## src/rtl/conv_out_gate.sv

```systemverilog
module conv_out_gate #(
  parameter int W          = 10,
  parameter int LAT        = 3,
  parameter int REC_CYCLES = 30
) (
  input  logic         clk,
  input  logic         rst_n,
  input  logic         conv_en,
  input  logic         low_bias,
  input  logic [W-1:0] code_in,
  input  logic         code_valid,
  output logic [W-1:0] code_out,
  output logic         conv_done,
  output logic         trusted
);
  localparam int CW = $clog2(REC_CYCLES + 1);
  localparam int RW = $clog2(LAT + 2);

  logic [W-1:0]   stage_q [LAT];
  logic [LAT-1:0] live_q;
  logic [LAT-1:0] good_q;
  logic           run_q;
  logic [CW-1:0]  settle_q;

  always_ff @(posedge clk or negedge rst_n) begin
    if (!rst_n) begin
      for (int i = 0; i < LAT; i++) stage_q[i] <= '0;
      live_q    <= '0;
      good_q    <= '0;
      run_q     <= 1'b0;
      code_out  <= '0;
      conv_done <= 1'b0;
    end else begin
      run_q <= conv_en;
      if (conv_en) begin
        stage_q[0] <= code_in;
        for (int i = 1; i < LAT; i++) stage_q[i] <= stage_q[i-1];
        live_q    <= (live_q << 1) | LAT'(1);
        good_q    <= (good_q << 1) | LAT'(code_valid);
        conv_done <= live_q[LAT-1];
        if (live_q[LAT-1] && good_q[LAT-1]) code_out <= stage_q[LAT-1];
      end else begin
        live_q    <= '0;
        conv_done <= 1'b0;
      end
    end
  end

  always_ff @(posedge clk or negedge rst_n) begin
    if (!rst_n)              settle_q <= CW'(REC_CYCLES);
    else if (low_bias)       settle_q <= CW'(REC_CYCLES);
    else if (settle_q != '0) settle_q <= settle_q - 1'b1;
  end

  assign trusted = (settle_q == '0) && (!run_q || conv_done);

  // run-length tracker used only by the checks below
  logic [RW-1:0] run_len;
  always_ff @(posedge clk or negedge rst_n) begin
    if (!rst_n)       run_len <= '0;
    else if (!conv_en) run_len <= '0;
    else if (run_len <= RW'(LAT)) run_len <= run_len + 1'b1;
  end

  assert_freeze_R3: assert property (@(posedge clk) disable iff (!rst_n)
    !conv_en |=> (!conv_done && $stable(code_out)));

  assert_fill_before_done_R4: assert property (@(posedge clk) disable iff (!rst_n)
    conv_done |-> (run_len > RW'(LAT)));

  assert_move_needs_done_R10: assert property (@(posedge clk) disable iff (!rst_n)
    !$stable(code_out) |-> conv_done);

  assert_bias_distrust_R6: assert property (@(posedge clk) disable iff (!rst_n)
    low_bias |=> !trusted);

  assert_restart_distrust_R8: assert property (@(posedge clk) disable iff (!rst_n)
    (conv_en && !run_q) |=> !trusted);
endmodule

```

## config.mk

```make
export PLATFORM = sky130hd
export DESIGN_NAME = conv_out_gate
export DESIGN_NICKNAME = d
export VERILOG_FILES = /design/src/rtl/conv_out_gate.sv
export SDC_FILE = /design/constraint.sdc
export NUM_CORES = 1
export LEC_CHECK = 0
export BUFFER_PORTS_ARGS = -buffer_cell sky130_fd_sc_hd__buf_2
export CAP_MARGIN = 20
export CORE_UTILIZATION = 30
export DETAILED_ROUTE_END_ITERATION = 8
export PLACE_DENSITY = 0.44
export REMOVE_ABC_BUFFERS = 1
export SYNTH_ARGS = -nofsm -noshare
export SYNTH_HDL_FRONTEND = slang
export SYNTH_SLANG_ARGS = --single-unit
export TNS_END_PERCENT = 20
```

## constraint.sdc

```tcl
create_clock -name clk -period 2.1 [get_ports clk]
set_input_delay 0.315 -clock clk [delete_from_list [all_inputs] [get_ports clk]]
set_output_delay 0.315 -clock clk [all_outputs]
set_load 0.05 [all_outputs]
```

==> key figures, run 1 <==
Status
  – Status: finished clean

Placed design
  – Placer congestion estimate: 0.6400
  – I/O Buffers: 26
  – DP HPWL: 2307 µm
  – Post-Place Cell Area: 2221 µm²

Timing
  – Slew margin rel.: 0.7680
  – Hold Violations, Final: 0
  – Fmax achieved: 0.5118 GHz
  – Min Hold Slack: 0.2497 ns
  – Worst-Margin Slew: 0.3480 ns
  – Clock Skew: 0.003428 ns
  – Final period utilization: 0.9304
  – Min Tclk post-route: 1.954 ns
  – RSZ-0062 raised after global routing: no
  – Slew Viols, Final: 0
  – Final setup viols: 0

Floorplanning
  – Die Area: 6952 µm²
  – CORE AREA: 6386 µm²
  – # IOs: 27
  – Starting Density: 0.3111
  – Core Rows: 29
  – Die Ht: 83.38 µm
  – Die W: 83.38 µm

Route
  – Vias after detailed routing: 1,062
  – Drt drc: 0
  – Vias per cell: 4.519
  – Pre-antenna DRT Iters: 3
  – WL/cell: 13.73 µm
  – Iter 0 DRT Violations: 79
  – Drt total wl: 3227 µm
  – Antenna-violating nets left: 0

Clock network
  – H-tree depth: 2
  – CTS sink cnt: 52
  – Cts bufs inserted: 5
  – Root Driver: clkbuf_8
  – Later-pin clock latency in the skew report: 0.29 ns
  – Clock transition at the registers of the reported paths: 0.08 ns
  – Max clock buf depth: 2
  – CTS tree: built

Setup path
  – Setup CP Type: reg -> out
  – WP data required: 1.78 ns
  – Startpoint Class: register
  – Critical Path AT: 1.64 ns
  – CP max FO: 3
  – Setup crit end kind: output port

Finish
  – Fill cells: 635
  – Area growth from synthesis to layout: 16.69%
  – Multi-input gate area: 643.1 µm²
  – Inserted Diodes: 0
  – Register area: 1306 µm²
  – Most frequent cells in the layout: dfrtp_1 (48), mux2_2 (43), buf_2 (25)
  – Fin area: 2318 µm²
  – Commonest non-fill, non-tap cell in the layout: dfrtp_1
  – Final #Nets: 174
  – Share of layout cells above drive strength 1: 0.5570

Logic synthesis
  – Synthesis Warnings: 0
  – Synth top area share: 0.6045
  – Register area share after synthesis: 0.6574
  – Post-synthesis cell count: 123
  – Cell variety after synth: 23
  – Synth top area cells: dfrtp_1 (60%), mux2_2 (24%), dfstp_2 (5.3%)
  – Leading area contributor after synthesis: dfrtp_1
  – Post-Syn Area per Cell: 16.15 µm²
  – FF+latch count, synth: 52
  – Netlist Area Pre-Place: 1987 µm²

Global routing
  – First-pass GRT wire length: 5630 µm
  – Vias in the first global route: 1,192
  – GRT Overall Usage: 0.1049
  – Gr ovfl total: 0
  – Largest net degree at the start of global routing: 21
  – Antenna violations before repair: 0

Power and ir drop
  – Pwr/cell area: 1060 nW/µm²
  – Leakage power: 0.001051 µW
  – VDD IR max: 0.4971 mV

Flow run
  – Max Cap Viol: 0

Hold path
  – Worst min path class: in -> reg
logic make-up after synthesis:
kind of cell             synth area share
AO/OA/AOI/OAI                     0.02079
XOR/XNOR                         0.004409
adder cells (fa/ha/maj)          0.006296
buffers and inverters             0.01889
flip-flops                         0.6574
multiplexers                       0.2437
AND/OR/NAND/NOR                   0.04849
path summary, 6_finish.rpt:
kind | endpoint | cells past startpoint | slack, ns | from
max | trusted | 5 | 0.15 | settle_q[0]
min | stage_q[24] | 2 | 0.25 | code_in[4]
max in group asynchronous | settle_q[2] | 3 | 1.03 | rst_n
max reg2reg | settle_q[4] | 5 | 0.66 | settle_q[0]
min in group asynchronous | stage_q[22] | 2 | 0.45 | rst_n
min reg2reg | live_q[2] | 1 | 0.49 | live_q[1]
critical path, cell delays in order (launching register included):
cell and delay, ns:
dfrtp_1 0.39, inv_1 0.10, ha_1 0.20, nor4b_4 0.23
a21boi_0 0.21, buf_4 0.22
what timing repair did:
action,in CTS,in global routing
resized for setup,0,2
gates cloned,0,0
setup endpoints to repair,1,1
hold endpoints to repair,14,0
hold buffers,1,0
setup buffers,1,0
routing by layer:
metal,vias to the layer above,global-route usage,part of all wire
met5,-,0,0
met3,2,0.03678,0.043
met1,550,0.1264,0.43
li1,493,-,-
met4,0,0.03762,0.0071
met2,17,0.1736,0.52
synthesized netlist by cell type, drive strengths merged:
master,instances
nor2,2
mux2,43
and2,3
xnor2,1
a211o,1
or3,2
ha,1
dfstp,4
nor3,1
dfrtp,48
nor3b,1
o31ai,1
a21boi,1
buf,4
a21o,1
nor4b,1
inv,4
a21oi,2
nor2b,1
nand2,1
flip-flops by register name, summed over array words and instances (netlist names):
register	count
conv_done	1
good_q	3
code_out	10
settle_q	5
live_q	3
stage_q	30
power by group:
group,leakage [µW],internal (µW),total [µW],switching (µW)
logic,0.000393,224,655,431
clock network,0.0000410,227,514,287
registers,0.000618,1190,1290,94.8
total,0.00105,1640,2460,813
stage by stage:
stage	util	power [µW]	setup slack (ns)	setup TNS, ns	cells
after detailed placement	0.3478	1977	0.2711	0	226
after global placement	0.3478	1949	0.4049	0	226
after global routing	0.3630	2603	0.03367	0	235
after CTS	0.3627	2502	0.06429	0	235
after floorplan	-	1778	-0.2911	-0.2911	119
final	0.3630	2457	0.1461	0	235
final cells by class:
class	count	share of cell area
tap	77	0.04155
inverter	4	0.006476
multi-input combinational	63	0.2774
sequential	52	0.5634
clock buffer	6	0.03130
timing repair buffer	32	0.07771
clock inverter	1	0.002159
No activity file was read; power rests on OpenSTA's default activity.
==> run 2, diff against run 1 <==
--- a/config.mk
+++ b/config.mk
@@ -10,7 +10,8 @@
 export CORE_UTILIZATION = 30
 export DETAILED_ROUTE_END_ITERATION = 8
 export PLACE_DENSITY = 0.44
-export REMOVE_ABC_BUFFERS = 1
+export RECOVER_POWER = 100
+export SKIP_CTS_REPAIR_TIMING = 1
 export SYNTH_ARGS = -nofsm -noshare
 export SYNTH_HDL_FRONTEND = slang
 export SYNTH_SLANG_ARGS = --single-unit
==> run 2 against run 1 <==
  * Total power is 1.4% lower
  * Clock-buffer cell count is the same
  * Design area down 1.7%
  * Hold slack gained 0.0014 ns
  * Clock power about the same
  * Core utilization decreased by 0.61 points
  * Sequential share of layout area grew 0.96 points
  * Sequential cell count stayed put
  * Worst setup slack gained 0.022 ns
  * Global-route usage grew 0.065 points
  * Largest cell class unchanged
==> key figures, run 2 (synthesized netlist as in run 1, its figures left out) <==
Hold path
  – Hold path cells: 2
  – Hold path endpoint: stage_q[22]
  – Worst min path class: in -> reg
  – HP Start: code_in[2]

Status
  – Status: finished clean

Setup path
  – Critical-path cell list: inv_1, ha_1, nor4b_4, a21boi_1, buf_4
  – CP bufs+invs: 2
  – Critical-path top delay cell: dfrtp_1
  – Setup CP Type: reg -> out
  – Reg-to-reg setup timing slack: 0.58 ns
  – Setup crit end kind: output port
  – Max stage delay on crit path: 0.39 ns
  – Critical Path AT: 1.62 ns
  – CP top delay family: flip-flops
  – Worst r2r dst: settle_q[0]
  – Startpoint Class: register
  – WP data required: 1.78 ns
  – CP max FO: 3
  – Reg-to-Reg Start: settle_q[1]
  – R2R depth: 7

Global routing
  – First-pass GRT wire length: 5713 µm
  – Vias in the first global route: 1,219
  – Largest net degree at the start of global routing: 28
  – GRT Overall Usage: 0.1056
  – Gr ovfl total: 0
  – Antenna violations before repair: 0

Power and ir drop
  – Leakage power: 0.0009889 µW
  – VDD IR max: 0.3836 mV
  – Pwr/cell area: 1062 nW/µm²

Finish
  – Inserted Diodes: 0
  – Register area: 1306 µm²
  – Fill cells: 630
  – Multi-input gate area: 633.1 µm²
  – Area growth from synthesis to layout: 14.74%
  – Max reg flops: 30
  – Most flops, register: stage_q
  – Final #Nets: 174
  – Regs by FF count: stage_q x30, code_out x10, settle_q x5
  – Most frequent cells in the layout: dfrtp_1 (48), mux2_2 (43), clkbuf_1 (16)
  – Share of layout cells above drive strength 1: 0.4494
  – Commonest non-fill, non-tap cell in the layout: dfrtp_1

Route
  – Drt total wl: 3106 µm
  – Drt drc: 0
  – Vias after detailed routing: 1,063
  – Pre-antenna DRT Iters: 3
  – Vias per cell: 4.523
  – WL/cell: 13.22 µm
  – Iter 0 DRT Violations: 34
  – Antenna-violating nets left: 0

Clock network
  – CTS sink cnt: 52
  – Later-pin clock latency in the skew report: 0.29 ns
  – Clock transition at the registers of the reported paths: 0.09 ns
  – H-tree depth: 2
  – Root Driver: clkbuf_8
  – Cts bufs inserted: 5
  – CTS tree: built
  – Max clock buf depth: 2

Timing
  – Setup total negative slack: 0 ns
  – Final setup viols: 0
  – Final WS setup: 0.1682 ns
  – Clock Skew: 0.008739 ns
  – Worst-Margin Slew: 1.340 ns
  – RSZ-0062 raised after global routing: no
  – Slew margin rel.: 0.1066
  – Min Tclk post-route: 1.932 ns
  – Hold Violations, Final: 0
  – Slew Viols, Final: 0
  – Fmax achieved: 0.5177 GHz
  – Final period utilization: 0.9199

Placed design
  – DP HPWL: 2158 µm
  – Placer congestion estimate: 0.6470
  – I/O Buffers: 26
  – DP Worst Slack: 0.3459 ns

Floorplanning
  – Starting Density: 0.3111
  – Die W: 83.38 µm
  – CORE AREA: 6386 µm²
  – Die Area: 6952 µm²
  – Die Ht: 83.38 µm
  – Core Rows: 29
  – # IOs: 27

Logic synthesis
  – Syn_nets: 139

Flow run
  – Max Cap Viol: 0
run 2: area by class of cell:
class,instances,area share
clock buffers,6,0.03183
clock inverters,1,0.002195
inverters,4,0.006586
multi-input cells,63,0.2777
flip-flops and latches,52,0.5730
well taps,77,0.04226
repair buffers,32,0.06641
run 2: layer usage:
layer,track usage,vias up,part of all wire
met1,0.1224,552,0.42
met3,0.03479,2,0.034
met5,0,-,0
met2,0.1773,16,0.54
li1,-,493,-
met4,0.04702,0,0.0077
run 2: worst max-delay path by stage:
stage	depth (start not counted)	slack (ns)	start	end
2_1_floorplan	4	0.07	settle_q[0]	trusted
3_3_place_gp	5	0.40	settle_q[0]	trusted
3_5_place_dp	5	0.35	settle_q[0]	trusted
4_1_cts	5	0.001	settle_q[0]	trusted
5_1_grt	5	0.04	settle_q[0]	trusted
6_report	5	0.17	settle_q[0]	trusted
run 2: power by group:
group	leakage [µW]	switching [µW]	total, µW	internal [µW]
Combinational	0.000331	430	623	193
Clock	0.0000410	290	517	227
Sequential	0.000617	89.4	1280	1190
run 2: worst reg2reg max path, cell delays in order (launching register included):
cell and delay, ns:
dfstp_1 0.55, inv_1 0.05, ha_1 0.20, nor4b_4 0.15
clkbuf_4 0.14, clkbuf_4 0.13, xnor2_1 0.14, nor2_1 0.07
run 2: stage by stage:
step	hold slack, ns	power (µW)	util	std cells	instance area [µm²]
after CTS	0.03013	2504	0.3607	232	2303
after global routing	0.2314	2583	0.3570	235	2280
after floorplan	0.01941	1790	-	123	1987
final	0.2511	2421	0.3570	235	2280
after detailed placement	0.3603	1969	0.3486	225	2226
after global placement	0.3450	1949	0.3486	225	2226
==> run 3, diff against run 2 <==
--- a/config.mk
+++ b/config.mk
@@ -7,9 +7,9 @@
 export LEC_CHECK = 0
 export BUFFER_PORTS_ARGS = -buffer_cell sky130_fd_sc_hd__buf_2
 export CAP_MARGIN = 20
-export CORE_UTILIZATION = 30
+export CORE_UTILIZATION = 50
 export DETAILED_ROUTE_END_ITERATION = 8
-export PLACE_DENSITY = 0.44
+export PLACE_DENSITY = 0.68
 export RECOVER_POWER = 100
 export SKIP_CTS_REPAIR_TIMING = 1
 export SYNTH_ARGS = -nofsm -noshare
==> run 3 against run 2 <==
  * Register-to-register slack got worse by 0.03 ns
  * Clock skew fell by 0.00051 ns
  * Critical path depth is the same
  * Die area down 39%
  * Combinational power barely moved
  * First-iteration DRC count increased by 26%
  * Non-clock buffer count decreased by 1
  * Critical endpoint unchanged
  * Highest routed layer unchanged
==> key figures, run 3 (synthesized netlist as in run 1, its figures left out) <==
Status
  – Status: finished clean

Clock network
  – Root Driver: clkbuf_8
  – H-tree depth: 2
  – Max clock buf depth: 2
  – Clock transition at the registers of the reported paths: 0.09 ns
  – Later-pin clock latency in the skew report: 0.30 ns
  – CTS sink cnt: 52
  – CTS tree: built
  – Cts bufs inserted: 5

Power and ir drop
  – Final Total Pwr: 2813 µW
  – Pwr/cell area: 1207 nW/µm²
  – VDD IR max: 0.8947 mV
  – Part of the power in registers: 0.459
  – Switch share: 0.2962
  – Switch Pwr: 833.2 µW
  – Combinational power share: 0.221
  – Cell Int Power: 1980 µW
  – Leakage power: 0.001032 µW
  – Clock Power Share: 0.321

Timing
  – Min Tclk post-route: 1.953 ns
  – Hold Violations, Final: 0
  – Final WS setup: 0.1465 ns
  – Worst-Margin Slew: 1.197 ns
  – Final period utilization: 0.9302
  – Clock Skew: 0.008230 ns
  – Slew Viols, Final: 0
  – Fmax achieved: 0.5119 GHz
  – Final setup viols: 0
  – RSZ-0062 raised after global routing: no
  – Setup total negative slack: 0 ns
  – Slew margin rel.: 0.2017

Route
  – Drt drc: 0
  – Iter 0 DRT Violations: 43
  – WL/cell: 14.42 µm
  – Vias per cell: 5.233
  – Vias after detailed routing: 1,078
  – Pre-antenna DRT Iters: 4
  – Drt total wl: 2971 µm
  – Antenna-violating nets left: 0

Global routing
  – First-pass GRT wire length: 4995 µm
  – Antenna violations before repair: 0
  – Vias in the first global route: 1,069
  – Largest net degree at the start of global routing: 53
  – Gr ovfl total: 0
  – GRT Overall Usage: 0.1643

Placed design
  – Placed cells: 195
  – DP HPWL: 1966 µm
  – Placer congestion estimate: 0.7039
  – DP Worst Slack: 0.3200 ns
  – I/O Buffers: 26

Floorplanning
  – Core Rows: 22
  – # IOs: 27
  – Die W: 65.04 µm
  – Starting Density: 0.5307
  – Die Area: 4230 µm²
  – Die Ht: 65.04 µm
  – CORE AREA: 3744 µm²

Setup path
  – CP max FO: 3
  – Startpoint Class: register
  – Critical Path AT: 1.64 ns
  – Setup CP Type: reg -> out
  – Setup crit end kind: output port
  – WP data required: 1.78 ns

Finish
  – Register area: 1306 µm²
  – Final #Nets: 173
  – Multi-input gate area: 636.9 µm²
  – Non-filler instance count after layout: 206
  – Most frequent cells in the layout: dfrtp_1 (48), mux2_2 (43), buf_2 (13)
  – Max reg flops: 30
  – Share of layout cells above drive strength 1: 0.4810
  – Most flops, register: stage_q
  – Post-layout util: 0.6227
  – Area growth from synthesis to layout: 17.32%
  – Inserted Diodes: 0
  – Regs by FF count: stage_q x30, code_out x10, settle_q x5
  – Commonest non-fill, non-tap cell in the layout: dfrtp_1
  – Fill cells: 320

Flow run
  – Max Cap Viol: 0

Logic synthesis
  – Syn_nets: 139

Hold path
  – Worst min path class: in -> reg
==> run 3: cell count changes in the layout (fill, tap and decap cells not counted) <==
| cell | delta |
|---|---|
| clkbuf_1 | -4 |
| bufinv_16 | +3 |
| a21boi_1 | -1 |
| a21boi_2 | +1 |
| and2_0 | -1 |
| and2_1 | +1 |
| buf_2 | +1 |
| buf_4 | -1 |
| buf_6 | +1 |
| clkbuf_2 | +1 |
| clkinv_2 | -1 |
==> run 3: final cells by class <==
cell class                      instances  share of cell area
Inverter                                4            0.006441
Sequential cell                        52              0.5604
Timing Repair Buffer                   31             0.06602
Clock inverter                          3             0.03865
Multi-Input combinational cell         63              0.2732
Tap cell                               48             0.02576
Clock buffer                            5             0.02952
==> run 3: worst max-delay path, stage by stage, from the launching register on <==
cell and delay [ns]:
dfrtp_1 0.39, inv_1 0.09, ha_1 0.20, nor4b_4 0.27, a21boi_2 0.22, buf_6 0.17
==> run 3: layer usage <==
layer  GRT usage  routed length, µm
met2      0.2773               1518
met4     0.06522                 47
met5           0                  0
met3     0.05810                136
met1      0.1902               1269
==> run 3: final timing paths <==
check                           slack, ns  depth (start not counted)        start     endpoint
worst max-delay path                 0.15                          5  settle_q[0]      trusted
worst min-delay path                 0.23                          2   code_in[3]  stage_q[23]
worst max register to register       0.55                          7  settle_q[1]  settle_q[0]
worst min register to register       0.49                          1    live_q[1]    live_q[2]
max in group asynchronous            1.05                          2        rst_n  stage_q[29]
min in group asynchronous            0.34                          2        rst_n  settle_q[0]
==> run 3: stage by stage <==
step	area [µm²]	hold slack, ns
2_1_floorplan	1987	0.01941
3_3_place_gp	2170	0.4434
3_5_place_dp	2170	0.4588
4_1_cts	2328	0.1233
5_1_grt	2331	0.2190
6_report	2331	0.2346
==> run 3: power by group through the flow <==
stage | Clock [µW] | Combinational, µW | Sequential (µW)
2_1_floorplan | 0 | 199 | 1590
3_3_place_gp | 0 | 641 | 1300
3_5_place_dp | 0 | 656 | 1310
4_1_cts | 924 | 658 | 1290
5_1_grt | 960 | 664 | 1310
6_report | 902 | 621 | 1290
